--- src/rtl/uart_fifo_pkg.sv ---
package uart_fifo_pkg;

  // Stored part of the FIFO control byte.
  typedef struct packed {
    logic [1:0] trig_sel;
    logic       dma;
    logic       fifo_en;
  } fcr_state_t;

  localparam fcr_state_t FCR_RESET = '{trig_sel: 2'b00, dma: 1'b0, fifo_en: 1'b0};

endpackage

--- src/rtl/ufi_rst_sync.sv ---
module ufi_rst_sync (
  input  logic clk,
  input  logic rst_n,
  output logic rst_sync_n
);

  logic meta_q;

  always_ff @(posedge clk or negedge rst_n) begin
    if (!rst_n) begin
      meta_q     <= 1'b0;
      rst_sync_n <= 1'b0;
    end else begin
      meta_q     <= 1'b1;
      rst_sync_n <= meta_q;
    end
  end

endmodule

--- src/rtl/ufi_fifo.sv ---
module ufi_fifo #(
  parameter int DW    = 8,
  parameter int DEPTH = 16
) (
  input  logic                         clk,
  input  logic                         rst_n,
  input  logic                         clr,
  input  logic                         cap_one,
  input  logic                         push,
  input  logic [DW-1:0]                push_data,
  input  logic                         pop,
  output logic [DW-1:0]                head,
  output logic [$clog2(DEPTH+1)-1:0]   count,
  output logic                         full,
  output logic                         empty
);

  localparam int AW = (DEPTH > 1) ? $clog2(DEPTH) : 1;
  localparam int CW = $clog2(DEPTH + 1);
  localparam logic [CW-1:0] CAP_FULL = CW'(DEPTH);
  localparam logic [AW-1:0] PTR_LAST = AW'(DEPTH - 1);

  logic [DW-1:0] mem [DEPTH];
  logic [AW-1:0] wr_q, wr_d, rd_q, rd_d;
  logic [CW-1:0] cnt_q, cnt_d;
  logic [CW-1:0] cap;
  logic          push_ok, pop_ok;

  function automatic logic [AW-1:0] ptr_inc(input logic [AW-1:0] p);
    return (p == PTR_LAST) ? '0 : p + AW'(1);
  endfunction

  assign cap     = cap_one ? CW'(1) : CAP_FULL;
  assign full    = (cnt_q >= cap);
  assign empty   = (cnt_q == '0);
  assign push_ok = push & ~full;
  assign pop_ok  = pop & ~empty;
  assign head    = mem[rd_q];
  assign count   = cnt_q;

  always_comb begin
    wr_d  = wr_q;
    rd_d  = rd_q;
    cnt_d = cnt_q;
    if (clr) begin
      wr_d  = '0;
      rd_d  = '0;
      cnt_d = '0;
    end else begin
      if (push_ok) wr_d = ptr_inc(wr_q);
      if (pop_ok)  rd_d = ptr_inc(rd_q);
      cnt_d = cnt_q + CW'(push_ok) - CW'(pop_ok);
    end
  end

  always_ff @(posedge clk or negedge rst_n) begin
    if (!rst_n) begin
      wr_q  <= '0;
      rd_q  <= '0;
      cnt_q <= '0;
    end else begin
      wr_q  <= wr_d;
      rd_q  <= rd_d;
      cnt_q <= cnt_d;
    end
  end

  // Storage array: no reset, written only on an accepted push.
  always_ff @(posedge clk) begin
    if (push_ok && !clr) begin
      mem[wr_q] <= push_data;
    end
  end

  // the fill never passes the queue depth.
  a_r3_no_overflow: assert property (@(posedge clk) disable iff (!rst_n)
    cnt_q <= CAP_FULL);

  // without a clear the fill moves by at most one entry per cycle.
  a_r3_unit_step: assert property (@(posedge clk) disable iff (!rst_n)
    !clr |=> (cnt_q == $past(cnt_q)) || (cnt_q == $past(cnt_q) + CW'(1))
             || (cnt_q == $past(cnt_q) - CW'(1)));

  // popping an empty queue leaves it empty.
  a_r13_empty_pop: assert property (@(posedge clk) disable iff (!rst_n)
    (empty && pop && !push && !clr) |=> empty);

endmodule

--- src/rtl/ufi_ready.sv ---
module ufi_ready (
  input  logic clk,
  input  logic rst_n,
  input  logic block_mode,
  input  logic level_ok,
  input  logic set_cond,
  input  logic drain_cond,
  output logic ready
);

  logic hold_q, hold_d;

  // Block mode: assert at the threshold, hold until the drain condition.
  always_comb begin
    if (block_mode) begin
      ready = set_cond | (hold_q & ~drain_cond);
    end else begin
      ready = level_ok;
    end
    hold_d = ready;
  end

  always_ff @(posedge clk or negedge rst_n) begin
    if (!rst_n) hold_q <= 1'b0;
    else        hold_q <= hold_d;
  end

  // in block mode a raised line stays up until the drain condition.
  a_r7_hold_until_drain: assert property (@(posedge clk) disable iff (!rst_n)
    (block_mode && $past(block_mode) && $past(ready) && !drain_cond) |-> ready);

  // in block mode the line rises only at the threshold.
  a_r7_rise_at_threshold: assert property (@(posedge clk) disable iff (!rst_n)
    (block_mode && $past(block_mode) && !$past(ready) && ready) |-> set_cond);

endmodule

--- src/rtl/uart_fifo_irq_ctrl.sv ---
module uart_fifo_irq_ctrl
  import uart_fifo_pkg::*;
#(
  parameter int DW           = 8,
  parameter int DEPTH        = 16,
  parameter int TX_FREE_TRIG = 8,
  parameter int RX_TRIG_0    = 1,
  parameter int RX_TRIG_1    = 4,
  parameter int RX_TRIG_2    = 8,
  parameter int RX_TRIG_3    = 14
) (
  input  logic          clk,
  input  logic          rst_n,
  input  logic          thr_wr,
  input  logic [DW-1:0] thr_data,
  input  logic          rbr_rd,
  output logic [DW-1:0] rbr_data,
  input  logic          fcr_wr,
  input  logic [7:0]    fcr_data,
  input  logic          lsr_rd,
  input  logic          rx_strobe,
  input  logic [DW-1:0] rx_data,
  input  logic          tx_pop,
  input  logic          tx_shift_busy,
  output logic [DW-1:0] tx_byte,
  output logic          tx_avail,
  output logic          int_tx,
  output logic          int_rx,
  output logic          lsr_overrun,
  output logic          lsr_thre,
  output logic          lsr_temt,
  output logic          tx_ready,
  output logic          rx_ready
);

  localparam int CW = $clog2(DEPTH + 1);
  localparam logic [CW-1:0] TXT      = CW'(TX_FREE_TRIG);
  localparam logic [CW-1:0] CAP_FULL = CW'(DEPTH);

  logic       rst_s_n;
  fcr_state_t fcr_q, fcr_d;
  logic       rx_clr, tx_clr, mode_flip;
  logic       ovr_q, ovr_d;
  logic [CW-1:0] rx_cnt, tx_cnt, tx_cap, tx_free, rx_trig;
  logic       rx_full, rx_empty, tx_full, tx_empty;
  logic       block_mode;
  logic       unused_fcr_bits;

  assign unused_fcr_bits = ^fcr_data[5:4];

  ufi_rst_sync u_rst (
    .clk        (clk),
    .rst_n      (rst_n),
    .rst_sync_n (rst_s_n)
  );

  // Control byte decode and storage.
  assign mode_flip = fcr_wr & (fcr_data[0] != fcr_q.fifo_en);
  assign rx_clr    = (fcr_wr & fcr_data[1]) | mode_flip;
  assign tx_clr    = (fcr_wr & fcr_data[2]) | mode_flip;

  always_comb begin
    fcr_d = fcr_q;
    if (fcr_wr) begin
      fcr_d.fifo_en  = fcr_data[0];
      fcr_d.dma      = fcr_data[3];
      fcr_d.trig_sel = fcr_data[7:6];
    end
  end

  always_ff @(posedge clk or negedge rst_s_n) begin
    if (!rst_s_n) fcr_q <= FCR_RESET;
    else          fcr_q <= fcr_d;
  end

  // Queues.
  ufi_fifo #(.DW(DW), .DEPTH(DEPTH)) u_rx_fifo (
    .clk       (clk),
    .rst_n     (rst_s_n),
    .clr       (rx_clr),
    .cap_one   (~fcr_q.fifo_en),
    .push      (rx_strobe),
    .push_data (rx_data),
    .pop       (rbr_rd),
    .head      (rbr_data),
    .count     (rx_cnt),
    .full      (rx_full),
    .empty     (rx_empty)
  );

  ufi_fifo #(.DW(DW), .DEPTH(DEPTH)) u_tx_fifo (
    .clk       (clk),
    .rst_n     (rst_s_n),
    .clr       (tx_clr),
    .cap_one   (~fcr_q.fifo_en),
    .push      (thr_wr),
    .push_data (thr_data),
    .pop       (tx_pop),
    .head      (tx_byte),
    .count     (tx_cnt),
    .full      (tx_full),
    .empty     (tx_empty)
  );

  // Overrun flag: a new overrun wins over the acknowledge.
  always_comb begin
    ovr_d = ovr_q;
    if (lsr_rd) ovr_d = 1'b0;
    if (rx_strobe && rx_full && !rx_clr) ovr_d = 1'b1;
  end

  always_ff @(posedge clk or negedge rst_s_n) begin
    if (!rst_s_n) ovr_q <= 1'b0;
    else          ovr_q <= ovr_d;
  end

  // Levels and comparisons.
  always_comb begin
    case (fcr_q.trig_sel)
      2'b00:   rx_trig = CW'(RX_TRIG_0);
      2'b01:   rx_trig = CW'(RX_TRIG_1);
      2'b10:   rx_trig = CW'(RX_TRIG_2);
      default: rx_trig = CW'(RX_TRIG_3);
    endcase
  end

  assign tx_cap     = fcr_q.fifo_en ? CAP_FULL : CW'(1);
  assign tx_free    = tx_cap - tx_cnt;
  assign block_mode = fcr_q.fifo_en & fcr_q.dma;

  assign int_tx = fcr_q.fifo_en ? (tx_free >= TXT) : tx_empty;
  assign int_rx = fcr_q.fifo_en ? (rx_cnt >= rx_trig) : ~rx_empty;

  assign tx_avail    = ~tx_empty;
  assign lsr_overrun = ovr_q;
  assign lsr_thre    = ~tx_full;
  assign lsr_temt    = tx_empty & ~tx_shift_busy;

  ufi_ready u_rx_ready (
    .clk        (clk),
    .rst_n      (rst_s_n),
    .block_mode (block_mode),
    .level_ok   (~rx_empty),
    .set_cond   (rx_cnt >= rx_trig),
    .drain_cond (rx_empty),
    .ready      (rx_ready)
  );

  ufi_ready u_tx_ready (
    .clk        (clk),
    .rst_n      (rst_s_n),
    .block_mode (block_mode),
    .level_ok   (~tx_full),
    .set_cond   (tx_free >= TXT),
    .drain_cond (tx_free == '0),
    .ready      (tx_ready)
  );

  // with queueing off neither side ever holds more than one byte.
  a_r2_single_hold: assert property (@(posedge clk) disable iff (!rst_s_n)
    !fcr_q.fifo_en |-> (rx_cnt <= CW'(1)) && (tx_cnt <= CW'(1)));

  // a receive clear request leaves the receive side empty.
  a_r9_rx_clear: assert property (@(posedge clk) disable iff (!rst_s_n)
    (fcr_wr && fcr_data[1]) |=> rx_empty);

  // a transmit clear request leaves the transmit side empty.
  a_r9_tx_clear: assert property (@(posedge clk) disable iff (!rst_s_n)
    (fcr_wr && fcr_data[2]) |=> tx_empty);

  // toggling the queue enable empties both sides.
  a_r10_mode_flip: assert property (@(posedge clk) disable iff (!rst_s_n)
    mode_flip |=> (rx_empty && tx_empty));

  // a byte arriving at a full receive side raises the overrun flag.
  a_r11_overrun_set: assert property (@(posedge clk) disable iff (!rst_s_n)
    (rx_strobe && rx_full && !rx_clr) |=> lsr_overrun);

  // without an acknowledge the overrun flag never falls.
  a_r11_overrun_sticky: assert property (@(posedge clk) disable iff (!rst_s_n)
    (lsr_overrun && !lsr_rd) |=> lsr_overrun);

endmodule

--- config.mk ---
export PLATFORM = sky130hd
export DESIGN_NAME = uart_fifo_irq_ctrl
export DESIGN_NICKNAME = d
export VERILOG_FILES = /design/src/rtl/uart_fifo_pkg.sv /design/src/rtl/ufi_rst_sync.sv /design/src/rtl/ufi_fifo.sv /design/src/rtl/ufi_ready.sv /design/src/rtl/uart_fifo_irq_ctrl.sv
export SDC_FILE = /design/constraint.sdc
export NUM_CORES = 1
export LEC_CHECK = 0
export BUFFER_PORTS_ARGS = -buffer_cell sky130_fd_sc_hd__buf_4
export CORE_AREA = 5 5 228 230
export CTS_CLUSTER_SIZE = 16
export DETAILED_ROUTE_END_ITERATION = 7
export DIE_AREA = 0 0 233 235
export SYNTH_ARGS = -nofsm -noshare
export SYNTH_HDL_FRONTEND = slang
export SYNTH_SLANG_ARGS = --single-unit
--- constraint.sdc ---
create_clock -name clk -period 2.9 [get_ports clk]
set_input_delay 0.29 -clock clk [delete_from_list [all_inputs] [get_ports clk]]
set_output_delay 0.29 -clock clk [all_outputs]
set_load 0.05 [all_outputs]
# --- Yosys cells after proc, flatten, opt, wreduce, memory -nomap -nowiden ---
# Memory sizes are Yosys's and may differ from the RTL's.
# Cells that the tools add are included.
classes:
  eq_ne: 7
  n_mux: 26
  n_mul: 0
  n_shift: 0
  div: 0
  reduce_logical: 15
  n_lt_le_gt_ge: 4
  add_sub_neg: 9
  bitwise_logic: 21
op_table:
  columns: ["operator", "n"]
  rows:
  - ["2-to-1 mux 4 bit", 12]
  - ["adder 4 x 1 -> 4 bit, second input constant", 4]
  - ["equality test 4 bit, second input constant", 4]
  - ["greater-or-equal comparator 5 bit", 3]
  - ["zero test 5 bit", 3]
  - ["2-to-1 mux 5 bit", 3]
  - ["one-hot mux 4 bit (3 select lines)", 1]
  - ["AND 1 bit", 11]
  - ["adder 5 x 1 -> 5 bit", 2]
  - ["2-to-1 mux 1 bit", 10]
  - ["nonzero test 2 bit", 5]
  - ["subtractor 5 x 1 -> 5 bit", 2]
  - ["NOT 1 bit", 6]
  - ["greater-or-equal comparator 5 x 4 -> 1 bit, second input constant", 1]
  - ["subtractor 5 bit", 1]
  - ["logical AND 1 bit", 4]
  - ["bitwise OR 1 bit", 4]
  - ["equality test 2 x 1 -> 1 bit, second input constant", 1]
  - ["equality test 2 bit, second input constant", 1]
  - ["zero test 1 bit", 2]
  - ["zero test 2 bit", 1]
  - ["inequality test 1 bit", 1]
word_totals:
  rom_bits: 0
  memories: 2
  ramBits: 256
  regBits: 35
  latchBits: 0
  input_bits: 33
  wordCells: 98
mem_list:
  columns: ["memory", "words", "width", "rd", "rd_ports_with_merged_regs", "write_ports", "line_no", "text"]
  rows:
  - ["u_rx_fifo.mem", 16, 8, 1, 0, 1, "ufi_fifo.sv:23", "logic [DW-1:0] mem [DEPTH];"]
  - ["u_tx_fifo.mem", 16, 8, 1, 0, 1, "ufi_fifo.sv:23", null]

# --- Longest topological paths before layout ---
# Gate-level depths: netlist of the first run.
depth:
  ltp_word: 7
  depth_mapped: 15

# --- Cells and area by module ---
# Synthesis of the first run repeated with hierarchy kept, for this count alone.
hier_totals:
  cells_unflattened: 750
  area_unflattened_um2: 12527.0
by_module_without_submodules:
  columns: ["module", "instances", "area_each_um2", "cells_each"]
  rows:
  - ["ufi_fifo at u_rx_fifo", 1, 5939.4, 336]
  - ["ufi_fifo at u_tx_fifo", 1, 5925.7, 336]
  - ["uart_fifo_irq_ctrl", 1, 518.0, 65]
  - ["ufi_ready", 2, 45.0, 5]
  - ["ufi_rst_sync", 1, 53.8, 3]

# --- Worst setup path before layout of the first run ---
# Ideal clock, no wire load.
synth_timing:
  kind: "reg2reg"
  start: "register u_tx_fifo.cnt_q[3] (netlist: u_tx_fifo.count[3])"
  end: "register u_tx_fifo.cnt_q[4] (netlist: u_tx_fifo.count[4])"
  arrival_ns: 3.132
  path_buffers: 1
  stages_incl_launch_ff: 16
  path_slack_ns: -0.364
  path_cell_list: "dfrtp_1 > inv_1 > ha_1 > or4b_1 > and2_1 > buf_2 > ha_1 > inv_1 > ha_1 > inv_1 > fa_1 > nor2_1 > nor2_1 > o21bai_1 > xnor2_1 > nor2_1"
synth_via:
  word_cells_on_any_way: 9
  cone_classes: "add/sub: 2; order compare: 1; mux: 1; bitwise: 4; reduce/logical: 1"
synth_lines:
  columns: ["element", "line_no", "text"]
  rows:
  - ["from (decl)", "ufi_fifo.sv:25", "logic [CW-1:0] cnt_q, cnt_d;"]
  - ["from (signal assigned)", "ufi_fifo.sv:64", "cnt_q <= cnt_d;"]
  - ["zero test 5 bit", "ufi_fifo.sv:35", "assign empty = (cnt_q == '0);"]
  - ["NOT 1 bit", null, null]
  - ["net tx_avail", "uart_fifo_irq_ctrl.sv:26", "output logic tx_avail,"]
  - ["AND 1 bit", "ufi_fifo.sv:37", "assign pop_ok = pop & ~empty;"]
  - ["subtractor 5 x 1 -> 5 bit", "ufi_fifo.sv:52", "cnt_d = cnt_q + CW'(push_ok) - CW'(pop_ok);"]
  - ["2-to-1 mux 5 bit", "ufi_fifo.sv:45", "if (clr) begin"]
  - ["net u_tx_fifo.cnt_d[4]", "ufi_fifo.sv:25", null]
# The timed path passes the listed nets, and every way through them passes these cells.
# A chain may end at the register's enable or synchronous reset.

# --- Worst setup path after layout of the first run ---
layout_timing:
  start: "register u_tx_fifo.rd_q[0]"
  end: "output tx_byte[4]"
layout_via:
  elab_chain_len: 1
layout_lines:
  columns: ["element", "line_no", "text"]
  rows:
  - ["from (decl)", "ufi_fifo.sv:24", "logic [AW-1:0] wr_q, wr_d, rd_q, rd_d;"]
  - ["from (signal assigned)", "ufi_fifo.sv:63", "rd_q <= rd_d;"]
  - ["memory read (16 x 8 bit)", null, null]
  - ["to (decl)", "uart_fifo_irq_ctrl.sv:25", "output logic [DW-1:0] tx_byte,"]
# Every way passes these cells.

==> results of run 1 <==
==> logic make-up after synthesis <==
group           count (synthesis)  share of synthesized area (%)
xor+xnor                       13                         0.9275
buf+inv                        62                          2.263
other cells                     1                        0.03055
compound gates                 86                          4.434
flops                         291                          69.76
fa+ha+maj                      35                          3.690
mux                            94                          13.46
simple gates                  134                          5.433
==> cell type report <==
cell class | count | area [um^2] | share of cell area, %
well taps | 672 | 840.8 | 5.611
clock inverters | 22 | 143.9 | 0.9603
multi-input cells | 363 | 3472 | 23.17
repair buffers | 131 | 1067 | 7.123
flip-flops and latches | 291 | 8568 | 57.18
inverters | 27 | 101.3 | 0.6764
clock buffers | 35 | 790.8 | 5.277
==> metrics by stage <==
stage,hold WS (ps),worst slack [ps]
floorplan,-5.591,-113.7
global placement,31.14,74.91
detailed placement,29.17,51.29
CTS,1.785,7.396
global route,1.696,-46.82
finish,26.53,82.35
==> sequential cells by signal, summed over array words and instances, names as in the netlist <==
signal             flops
u_tx_fifo.wr_q         4
u_tx_fifo.count        5
u_tx_ready.hold_q      1
u_rst.meta_q           1
u_rx_fifo.mem        128
u_rx_fifo.wr_q         4
u_rx_ready.hold_q      1
u_rx_fifo.rd_q         4
fcr_q                  4
u_tx_fifo.rd_q         4
u_rst.rst_sync_n       1
u_rx_fifo.count        5
u_tx_fifo.mem        128
lsr_overrun            1
==> cells in the mapped netlist (2+ instances only) <==
cell and instances:
sky130_fd_sc_hd__edfxtp_1 256, sky130_fd_sc_hd__mux4_2 56, sky130_fd_sc_hd__nor2_1 51, sky130_fd_sc_hd__dfrtp_1 35
sky130_fd_sc_hd__ha_1 33, sky130_fd_sc_hd__nand2_1 30, sky130_fd_sc_hd__mux2i_1 29, sky130_fd_sc_hd__inv_1 26
sky130_fd_sc_hd__a21oi_1 25, sky130_fd_sc_hd__o21ai_0 24, sky130_fd_sc_hd__clkbuf_1 18, sky130_fd_sc_hd__and2_1 11
sky130_fd_sc_hd__nand3_1 11, sky130_fd_sc_hd__nor3_1 10, sky130_fd_sc_hd__buf_2 9, sky130_fd_sc_hd__mux2_2 9
sky130_fd_sc_hd__a221oi_1 8, sky130_fd_sc_hd__a22oi_1 8, sky130_fd_sc_hd__xnor2_1 8, sky130_fd_sc_hd__a31oi_1 7
sky130_fd_sc_hd__xor2_1 5, sky130_fd_sc_hd__buf_6 4, sky130_fd_sc_hd__nand2b_1 4, sky130_fd_sc_hd__nor2b_1 4
sky130_fd_sc_hd__buf_1 3, sky130_fd_sc_hd__a311oi_1 2, sky130_fd_sc_hd__a41oi_1 2, sky130_fd_sc_hd__and4b_1 2
sky130_fd_sc_hd__fa_1 2, sky130_fd_sc_hd__o21a_1 2, sky130_fd_sc_hd__or3_1 2, sky130_fd_sc_hd__or4b_1 2
==> power by group <==
part | internal, W | switching, W | leakage [nW]
Clock | 0.00204 | 0.00159 | 0.463
Sequential | 0.00479 | 0.000191 | 2.75
Combinational | 0.00188 | 0.00236 | 1.90
==> worst reg2reg max path, stage by stage (launching register included) <==
cell	delay, ps
sky130_fd_sc_hd__dfrtp_1	380
sky130_fd_sc_hd__inv_2	90
sky130_fd_sc_hd__ha_2	180
sky130_fd_sc_hd__or4b_4	450
sky130_fd_sc_hd__and2_1	170
sky130_fd_sc_hd__ha_1	270
sky130_fd_sc_hd__inv_1	60
sky130_fd_sc_hd__ha_2	180
sky130_fd_sc_hd__inv_1	50
sky130_fd_sc_hd__fa_2	360
sky130_fd_sc_hd__nor2_2	90
sky130_fd_sc_hd__nor2_1	40
sky130_fd_sc_hd__o21bai_1	150
sky130_fd_sc_hd__xnor2_1	140
sky130_fd_sc_hd__nor2_1	60
==> timing repair <==
action | CTS | global route
hold buffers | 9 | 0
resized for setup | 1 | 15
setup endpoints to repair | 9 | 14
hold endpoints to repair | 39 | 0
pin swaps | 0 | 3
setup buffers | 0 | 8
cloned | 1 | 0
==> final timing paths <==
check / cells past startpoint / slack (ps) / startpoint / to
max reg2reg: 14 / 120 / u_tx_fifo.count[3] / u_tx_fifo.count[4]
min: 0 / 30 / u_rst.rst_sync_n / lsr_overrun
max: 4 / 80 / u_tx_fifo.rd_q[0] / tx_byte[4]
min reg2reg: 0 / 30 / u_rst.rst_sync_n / lsr_overrun
max in group asynchronous: 1 / 2190 / u_rst.rst_sync_n / u_rx_fifo.rd_q[0]
min in group clk: 2 / 30 / fcr_wr / fcr_q[3]
==> routing by layer <==
| metal | GRT usage (%) | routed length (um) | vias to the layer above |
|---|---|---|---|
| li1 | - | - | 3040 |
| met1 | 12.78 | 11580 | 3283 |
| met2 | 15.07 | 12320 | 108 |
| met3 | 1.654 | 1008 | 44 |
| met4 | 3.008 | 637 | 0 |
| met5 | 0 | 0 | - |
==> results.md, run 1 <==
• **CTS root buf** sky130_fd_sc_hd__clkbuf_16
• **Max Slew Vio Count** 0
• **global route total overflow** 0
• **Hold WC Path Type** reg -> async
• **Clock Latency Late Sink** 570 ps
• **cell area after placement** 13840 um^2
• **run status** complete, no violations
• **commonest non-fill, non-tap cell in the layout** sky130_fd_sc_hd__edfxtp_1
• **Synth-to-Final Area Change** 22.07%
• **Vert. Die Dim** 235 um
• **DRC violations left** 0
• **wire length per cell** 16.58 um
• **worst slew margin relative to its limit** 54.58%
• **Vias/cell** 4.202
• **leakage power of the design** 5.109 nW
• **Final nets** 913
• **area enclosed by the die boundary** 54760 um^2
• **number of fill cells** 4934
• **total of warnings raised by yosys** 0
• **initial drt markers** 490
• **Max rail drop VDD** 374.3 uV
• **Detail Route Antenna Nets** 0
• **fraction of post-synthesis cell area in the top cell type by area** 62.62%
• **io pins** 57
• **number of global-route vias before repair** 6753
• **global-route wire length before repair** 40.35 mm
• **cell accounting for the most synthesized area** sky130_fd_sc_hd__edfxtp_1
• **post-synthesis instance area** 12280 um^2
• **total global routing track utilization** 9.324%
• **slew at the pin closest to its max-slew limit** 681.2 ps
• **CTS buffer count** 31
• **utilization after layout** 30.18%
• **number of enable flip-flop cells after synthesis** 256
• **Detailed Routing Iterations Pass 1** 5
• **Final Setup Violations** 0
• **fraction of layout cells with a size suffix above 1** 29.80%
• **biggest fanout along the worst timing path** 14
• **total negative slack for setup checks** 0 ps
• **TritonCTS clock tree** yes
• **Required @ worst endpoint** 2610 ps
• **RePlAce Congestion** 0.7752
• **Post-synth ARST share** 12.03%
• **number of input and output port buffers inserted** 54
• **diode count** 0
• **vias** 6475
• **Post-Layout Cell Count** 1541
• **endpoint arrival time on the critical path** 2530 ps
• **worst clock skew** 23.74 ps
• **critical path's top delay family** multiplexers
• **leading cell types in the layout, fill and taps excluded** sky130_fd_sc_hd__edfxtp_1, sky130_fd_sc_hd__buf_4, sky130_fd_sc_hd__mux4_2
• **Critical Path Sink Type** output pin
• **RSZ-0062 raised after global routing** yes
• **detailed-placement wirelength estimate** 16.61 mm
• **Chip Width** 233 um
• **worst path buffer plus inverter count** 2
• **Core Area** 49660 um^2
• **final instance area** 14980 um^2
• **startpoint type of the worst setup path** flop
• **power density of the placed cells** 857.8 nW/um^2
• **starting density of the core** 24.72%
• **synthesized area per cell** 17.14 um^2
• **pin count of the biggest net entering global routing** 37
• **maximum clock path buffer count** 3
• **Max Clock Freq** 354.9 MHz
• **initial antenna violation count** 0
• **Critical Setup Path Class** reg -> out
• **count of clock tree sinks** 291
• **CTS H-tree lvls** 1
• **library cell contributing the largest single delay on the critical path** sky130_fd_sc_hd__mux4_2
• **final worst-path cycle share** 97.16%
• **Maximum Capacitance Violations** 0
• **final critical path time including I/O delays and setup** 2818 ps
• **instance count of the mapped netlist** 716
• **count of standard-cell rows** 82
• **total count of hold-check failures in the final report** 0
• **proportion of synthesized chip area in sequential cells** 69.76%
• **WL final** 25.55 mm
• **most used flip-flop cell after synthesis** sky130_fd_sc_hd__edfxtp_1
• **top cells by area in the synthesized netlist** sky130_fd_sc_hd__edfxtp_1, sky130_fd_sc_hd__mux4_2, sky130_fd_sc_hd__dfrtp_1
• **Power Total** 0.01285 W
• **number of register bits inferred by synthesis** 291
• **instance count after placement with tap cells included** 1466
• **Worst path max stage delay** 550 ps
• **Synth cell types** 50
• **CTS clk-pin slew, worst paths** 60 ps
• **critical path cell sequence** buf_12 -> mux4_2 -> mux4_2 -> buf_6
• **cell mode on critical path** sky130_fd_sc_hd__mux4_2
• **synthesized net count** 784
(Power assumes the default switching activity.)
==> inputs of run 2 (changes only) <==
Settings changed: CORE_AREA 5 5 228 230 to 2 2 225 227, DIE_AREA 0 0 233 235 to 0 0 227 229.
Clock period 2.9 ns to 3.2 ns, I/O delays scaled along.
==> run 2 against run 1 <==
  * Sequential power shrank 9.4%
  * Setup slack gained 130 ps
  * Cell count shrank 1.9%
  * Total power shrank 6.7%
  * Critical path type is now reg -> reg
  * Highest routed layer unchanged
  * Worst hold slack gained 3.3 ps
  * Combinational power shrank 16%
  * Via count grew 0.59%
  * Non-clock buffer count shrank 34
  * Wire length grew 1.3%
  * Die area shrank 5.1%
  * Critical endpoint is now u_rx_fifo.count[4]
  * Sequential share of layout area grew 0.48 points
==> results.md, run 2 (synthesized netlist as in run 1, its figures left out) <==
• **diode count** 0, unchanged
• **area enclosed by the die boundary** 51980 um^2, -5.1%
• **global route total overflow** 0, unchanged
• **TritonCTS clock tree** yes
• **Vert. Die Dim** 229 um, -2.6%
• **CTS root buf** sky130_fd_sc_hd__clkbuf_16
• **RePlAce Congestion** 0.7426, -4.2%
• **Synth-to-Final Area Change** 21.02%
• **final worst-path cycle share** 93.21%
• **largest registers ranked by flip-flop count** u_rx_fifo.mem (128), u_tx_fifo.mem (128)
• **endpoint arrival time on the critical path** 3430 ps, +900 ps
• **detailed-placement wirelength estimate** 16.62 mm, about the same
• **run status** complete, no violations
• **worst setup slack before clock tree synthesis** 173.2 ps, +122.0 ps
• **initial drt markers** 424, -13%
• **worst clock skew** 26.89 ps, +3.151 ps
• **Critical Path Sink Type** flop
• **biggest fanout along the worst timing path** 5, -9
• **maximum clock path buffer count** 3, unchanged
• **FF-to-FF path depth** 15, +1
• **Maximum Capacitance Violations** 0, unchanged
• **global-route wire length before repair** 40.12 mm, -0.57%
• **utilization after layout** 29.92%, -0.26 points
• **Final Setup Violations** 0, unchanged
• **Critical Setup Path Class** reg -> reg
• **WL final** 25.88 mm, +1.3%
• **initial antenna violation count** 0, unchanged
• **Hold WC Path Type** reg -> async
• **Core Area** 49660 um^2, unchanged
• **Final nets** 882, -3.4%
• **leakage power of the design** 5.022 nW, -1.7%
• **Detail Route Antenna Nets** 0, unchanged
• **CTS buffer count** 34, +9.7%
• **count of clock tree sinks** 291, unchanged
• **Max Slew Vio Count** 0, unchanged
• **Chip Width** 227 um, -2.6%
• **worst slew margin relative to its limit** 42.32%, -12 points
• **Max rail drop VDD** 469.7 uV, +25%
• **total count of hold-check failures in the final report** 0, unchanged
• **CTS clk-pin slew, worst paths** 60 ps, about the same
• **number of global-route vias before repair** 6739, -0.21%
• **Vias/cell** 4.310, +2.6%
• **CTS H-tree lvls** 2, +1
• **Required @ worst endpoint** 3650 ps, +1040 ps
• **commonest non-fill, non-tap cell in the layout** sky130_fd_sc_hd__edfxtp_1
• **Clock Latency Late Sink** 530 ps, -40 ps
• **startpoint type of the worst setup path** flop
• **final critical path time including I/O delays and setup** 2983 ps
• **Register-to-Register Setup Slack** 220 ps, +100 ps
• **vias** 6513, +0.59%
• **io pins** 57, unchanged
• **number of input and output port buffers inserted** 54, unchanged
• **wire length per cell** 17.13 um, +3.3%
• **pin count of the biggest net entering global routing** 38, +2.7%
• **number of setup buffers added after CTS** 0, unchanged
• **leading cell types in the layout, fill and taps excluded** sky130_fd_sc_hd__edfxtp_1, sky130_fd_sc_hd__buf_4, sky130_fd_sc_hd__mux4_2
• **Detailed Routing Iterations Pass 1** 5, unchanged
• **Worst Setup Slack, final** 217.1 ps, +134.8 ps
• **Max Clock Freq** 335.2 MHz
• **power density of the placed cells** 807.2 nW/um^2, -5.9%
• **count of standard-cell rows** 82, unchanged
• **starting density of the core** 24.72%, unchanged
• **total global routing track utilization** 10.18%, +0.86 points
• **fraction of layout cells with a size suffix above 1** 26.22%, -3.6 points
• **slew at the pin closest to its max-slew limit** 865.2 ps, +184.0 ps
• **DRC violations left** 0, unchanged
-- run 2: worst paths after layout --
path                                    start                 end
min in group clk                       fcr_wr            fcr_q[2]
max                        u_rx_fifo.count[2]  u_rx_fifo.count[4]
max in group asynchronous    u_rst.rst_sync_n   u_rx_fifo.rd_q[0]
min reg2reg                  u_rst.rst_sync_n         lsr_overrun
max reg2reg                u_rx_fifo.count[2]  u_rx_fifo.count[4]
min                          u_rst.rst_sync_n         lsr_overrun
-- run 2: what timing repair did --
action	CTS	global route
resized for setup	0	4
hold buffers	6	0
endpoints found under the hold margin	7	0
endpoints found under the setup margin	0	2
-- run 2: through the flow --
step	setup TNS (ps)	power [W]	instance area (um^2)	cells	hold slack, ps
floorplan	0	0.007239	12280	716	24.41
global placement	0	0.008134	13650	1444	34.81
detailed placement	0	0.008174	13650	1444	36.70
CTS	0	0.01215	14850	1511	36.19
global route	-0.5433	0.01260	14860	1511	53.04
finish	0	0.01199	14860	1511	29.79
-- run 2: critical path, stage by stage, from the launching register on --
cell                      delay, ps
sky130_fd_sc_hd__dfrtp_1        410
sky130_fd_sc_hd__inv_1          130
sky130_fd_sc_hd__ha_1           180
sky130_fd_sc_hd__or4b_4         490
sky130_fd_sc_hd__nand2_2        140
sky130_fd_sc_hd__inv_2           70
sky130_fd_sc_hd__ha_1           260
sky130_fd_sc_hd__inv_1           40
sky130_fd_sc_hd__ha_1           200
sky130_fd_sc_hd__inv_1           70
sky130_fd_sc_hd__fa_1           200
sky130_fd_sc_hd__nor2_1          50
sky130_fd_sc_hd__nor2_1          80
sky130_fd_sc_hd__nor2_1          60
sky130_fd_sc_hd__or3_1          340
sky130_fd_sc_hd__a21oi_1        170
-- run 2: final cells by class --
type	count	area [um^2]
clock buffers	39	869.6
clock inverters	22	265.3
fillers	4898	34800
inverters	27	101.3
multi-input cells	363	3445
flip-flops and latches	291	8566
well taps	672	840.8
repair buffers	97	768.2
-- run 2: power by group --
group	leakage, nW	switching (W)	internal (W)
clock	0.553	0.00153	0.00238
sequential	2.75	0.000176	0.00434
combinational	1.72	0.00206	0.00150
-- run 2: per-layer routing --
metal	routed length (um)	vias up	track usage, %	part of all wire, %
met2	12500	163	16.44	48
li1	-	2985	-	-
met1	11410	3319	13.39	44
met5	0	-	0	0
met3	1266	46	2.142	4.9
met4	697	0	3.942	2.7
==> inputs of run 3 (changes only) <==
Settings changed: CTS_BUF_LIST set to sky130_fd_sc_hd__clkbuf_16.
==> run 3 against run 2 <==
  * Worst hold slack about the same
  * Wire length increased by 0.16%
  * Register-to-register slack about the same
  * Critical path depth unchanged
  * Via count hardly changed
  * Clock-buffer cell count down 5
  * Largest cell class unchanged
==> results.md, run 3 (synthesized netlist as in run 1, its figures left out) <==
• **met1 wire length** 11.49 mm, +0.67%
• **number of setup buffers added after CTS** 0, unchanged
• **Met2 Routed Length** 12.49 mm, -0.10%
• **Maximum Capacitance Violations** 0, unchanged
• **instance count on the critical path** 15, unchanged
• **Vert. Die Dim** 229 um, unchanged
• **Max rail drop VDD** 469.7 uV, about the same
• **total negative slack for setup checks** 0 ps, unchanged
• **total global routing track utilization** 10.18%, unchanged
• **Final Setup Violations** 0, unchanged
• **critical path cell sequence** inv_1 -> ha_1 -> or4b_4 -> nand2_2 -> inv_2 -> ha_1 -> inv_1 -> ha_1 -> inv_1 -> fa_1 -> nor2_1 -> nor2_1 -> nor2_1 -> or3_1 -> a21oi_1
• **Vias/cell** 4.310, about the same
• **worst path buffer plus inverter count** 4, unchanged
• **final-layout worst hold slack** 29.79 ps, -0.0001000 ps
• **CP startpoint** u_rx_fifo.count[2]
• **storage element area** 8566 um^2, unchanged
• **DRC violations left** 0, unchanged
• **multi-input combinational cell area** 3445 um^2, unchanged
• **library cell contributing the largest single delay on the critical path** sky130_fd_sc_hd__or4b_4
• **leading cell types in the layout, fill and taps excluded** sky130_fd_sc_hd__edfxtp_1, sky130_fd_sc_hd__buf_4, sky130_fd_sc_hd__mux4_2
• **FF-to-FF path depth** 15, unchanged
• **biggest fanout along the worst timing path** 5, unchanged
• **final critical path time including I/O delays and setup** 2983 ps, +0.2530 ps
• **Critical Setup Path Class** reg -> reg
• **io pins** 57, unchanged
• **Hold WC Path Type** reg -> async
• **top layer in use** met4
• **vias** 6512, -0.015%
• **final instance area** 14860 um^2, unchanged
• **utilization after layout** 29.92%, unchanged
• **cell area after placement** 13650 um^2, unchanged
• **Crit Reg-Reg Endpoint** u_rx_fifo.count[4]
• **count of clock tree sinks** 291, unchanged
• **wire length on met3** 1.243 mm, -1.8%
• **endpoint arrival time on the critical path** 3430 ps, about the same
• **total count of hold-check failures in the final report** 0, unchanged
• **count of standard-cell rows** 82, unchanged
• **CTS root buf** sky130_fd_sc_hd__clkbuf_16
• **Synth-to-Final Area Change** 21.02%, unchanged
• **global-route wire length before repair** 40.12 mm, unchanged
• **Clock Latency Late Sink** 530 ps, about the same
• **leakage power of the design** 5.043 nW, +0.41%
• **number of global-route vias before repair** 6739, unchanged
• **area enclosed by the die boundary** 51980 um^2, unchanged
• **timing endpoint of the critical path** u_rx_fifo.count[4]
• **CTS H-tree lvls** 2, unchanged
• **fraction of layout cells with a size suffix above 1** 26.22%, unchanged
• **starting density of the core** 24.72%, unchanged
• **Chip Width** 227 um, unchanged
• **final worst-path cycle share** 93.22%, about the same
• **startpoint type of the worst setup path** flop
• **initial drt markers** 441, +4.0%
• **maximum clock path buffer count** 3, unchanged
• **diode count** 0, unchanged
• **Register-to-Register Setup Slack** 220 ps, about the same
• **slew at the pin closest to its max-slew limit** 865.0 ps, -0.1523 ps
• **FF-to-FF Start** u_rx_fifo.count[2]
• **TritonCTS clock tree** yes
• **Detailed Routing Iterations Pass 1** 5, unchanged
• **CTS clk-pin slew, worst paths** 60 ps, about the same
• **CTS buffer count** 34, unchanged
• **critical path's top delay family** simple AND/OR/NAND/NOR gates
• **number of input and output port buffers inserted** 54, unchanged
• **worst slew margin relative to its limit** 42.33%, about the same
• **wire length per cell** 17.16 um, +0.16%
• **Worst path max stage delay** 500 ps, about the same
• **Core Area** 49660 um^2, unchanged
• **global route total overflow** 0, unchanged
• **commonest non-fill, non-tap cell in the layout** sky130_fd_sc_hd__edfxtp_1
• **RePlAce Congestion** 0.7426, unchanged
• **initial antenna violation count** 0, unchanged
• **power density of the placed cells** 806.0 nW/um^2, -0.15%
• **Critical Path Sink Type** flop
• **Max Clock Freq** 335.2 MHz, about the same
• **run status** complete, no violations
• **pin count of the biggest net entering global routing** 38, unchanged
• **Required @ worst endpoint** 3650 ps, about the same
• **detailed-placement wirelength estimate** 16.62 mm, unchanged
• **Detail Route Antenna Nets** 0, unchanged
• **Final nets** 882, unchanged
• **Max Slew Vio Count** 0, unchanged
• **worst clock skew** 26.88 ps, -0.01800 ps
• **largest registers ranked by flip-flop count** u_rx_fifo.mem (128), u_tx_fifo.mem (128)
• **WL final** 25.92 mm, +0.16%
• **number of fill cells** 4898, unchanged
[run 3: changes by cell type in the layout (fill, tap and decap cells not counted), sizes merged]
cell / previous run / this run
inv: 32 / 37
clkbuf: 39 / 34
[run 3: cell type report]
| type | count | area share, % |
|---|---|---|
| flip-flops and latches | 291 | 57.66 |
| multi-input cells | 363 | 23.19 |
| clock buffers | 34 | 5.727 |
| well taps | 672 | 5.660 |
| repair buffers | 97 | 5.171 |
| clock inverters | 27 | 1.912 |
| inverters | 27 | 0.6822 |
[run 3: worst min path at each step]
stage	to	slack, ps	cells past startpoint
final	lsr_overrun	30	0
after global routing	lsr_overrun	50	0
after CTS	lsr_overrun	40	0
after detailed placement	lsr_overrun	40	0
after global placement	lsr_overrun	30	0
after floorplan	u_rst.meta_q	20	0
[run 3: timing repair]
item / 4_1_cts / 5_1_grt
setup endpoints to repair: 0 / 2
hold buffers: 6 / 0
gates resized for setup: 0 / 4
hold endpoints to repair: 7 / 0
[run 3: power breakdown]
part | switching (W) | total [W] | leakage (nW) | internal (W)
Combinational | 0.00206 | 0.00357 | 1.72 | 0.00150
Sequential | 0.000176 | 0.00451 | 2.75 | 0.00434
Clock | 0.00153 | 0.00390 | 0.574 | 0.00236
Total | 0.00377 | 0.0120 | 5.04 | 0.00820
[run 3: per-layer routing]
layer / GRT usage (%) / vias up
li1: - / 2984
met2: 16.44 / 155
met1: 13.39 / 3327
met3: 2.142 / 46
met5: 0 / -
met4: 3.942 / 0
[run 3: through the flow]
stage / total power, W / setup slack, ps / cells
floorplan: 0.007239 / 142.4 / 716
global placement: 0.008134 / 164.6 / 1444
detailed placement: 0.008174 / 173.2 / 1444
CTS: 0.01214 / 149.1 / 1511
global route: 0.01259 / -0.5433 / 1511
finish: 0.01197 / 216.9 / 1511
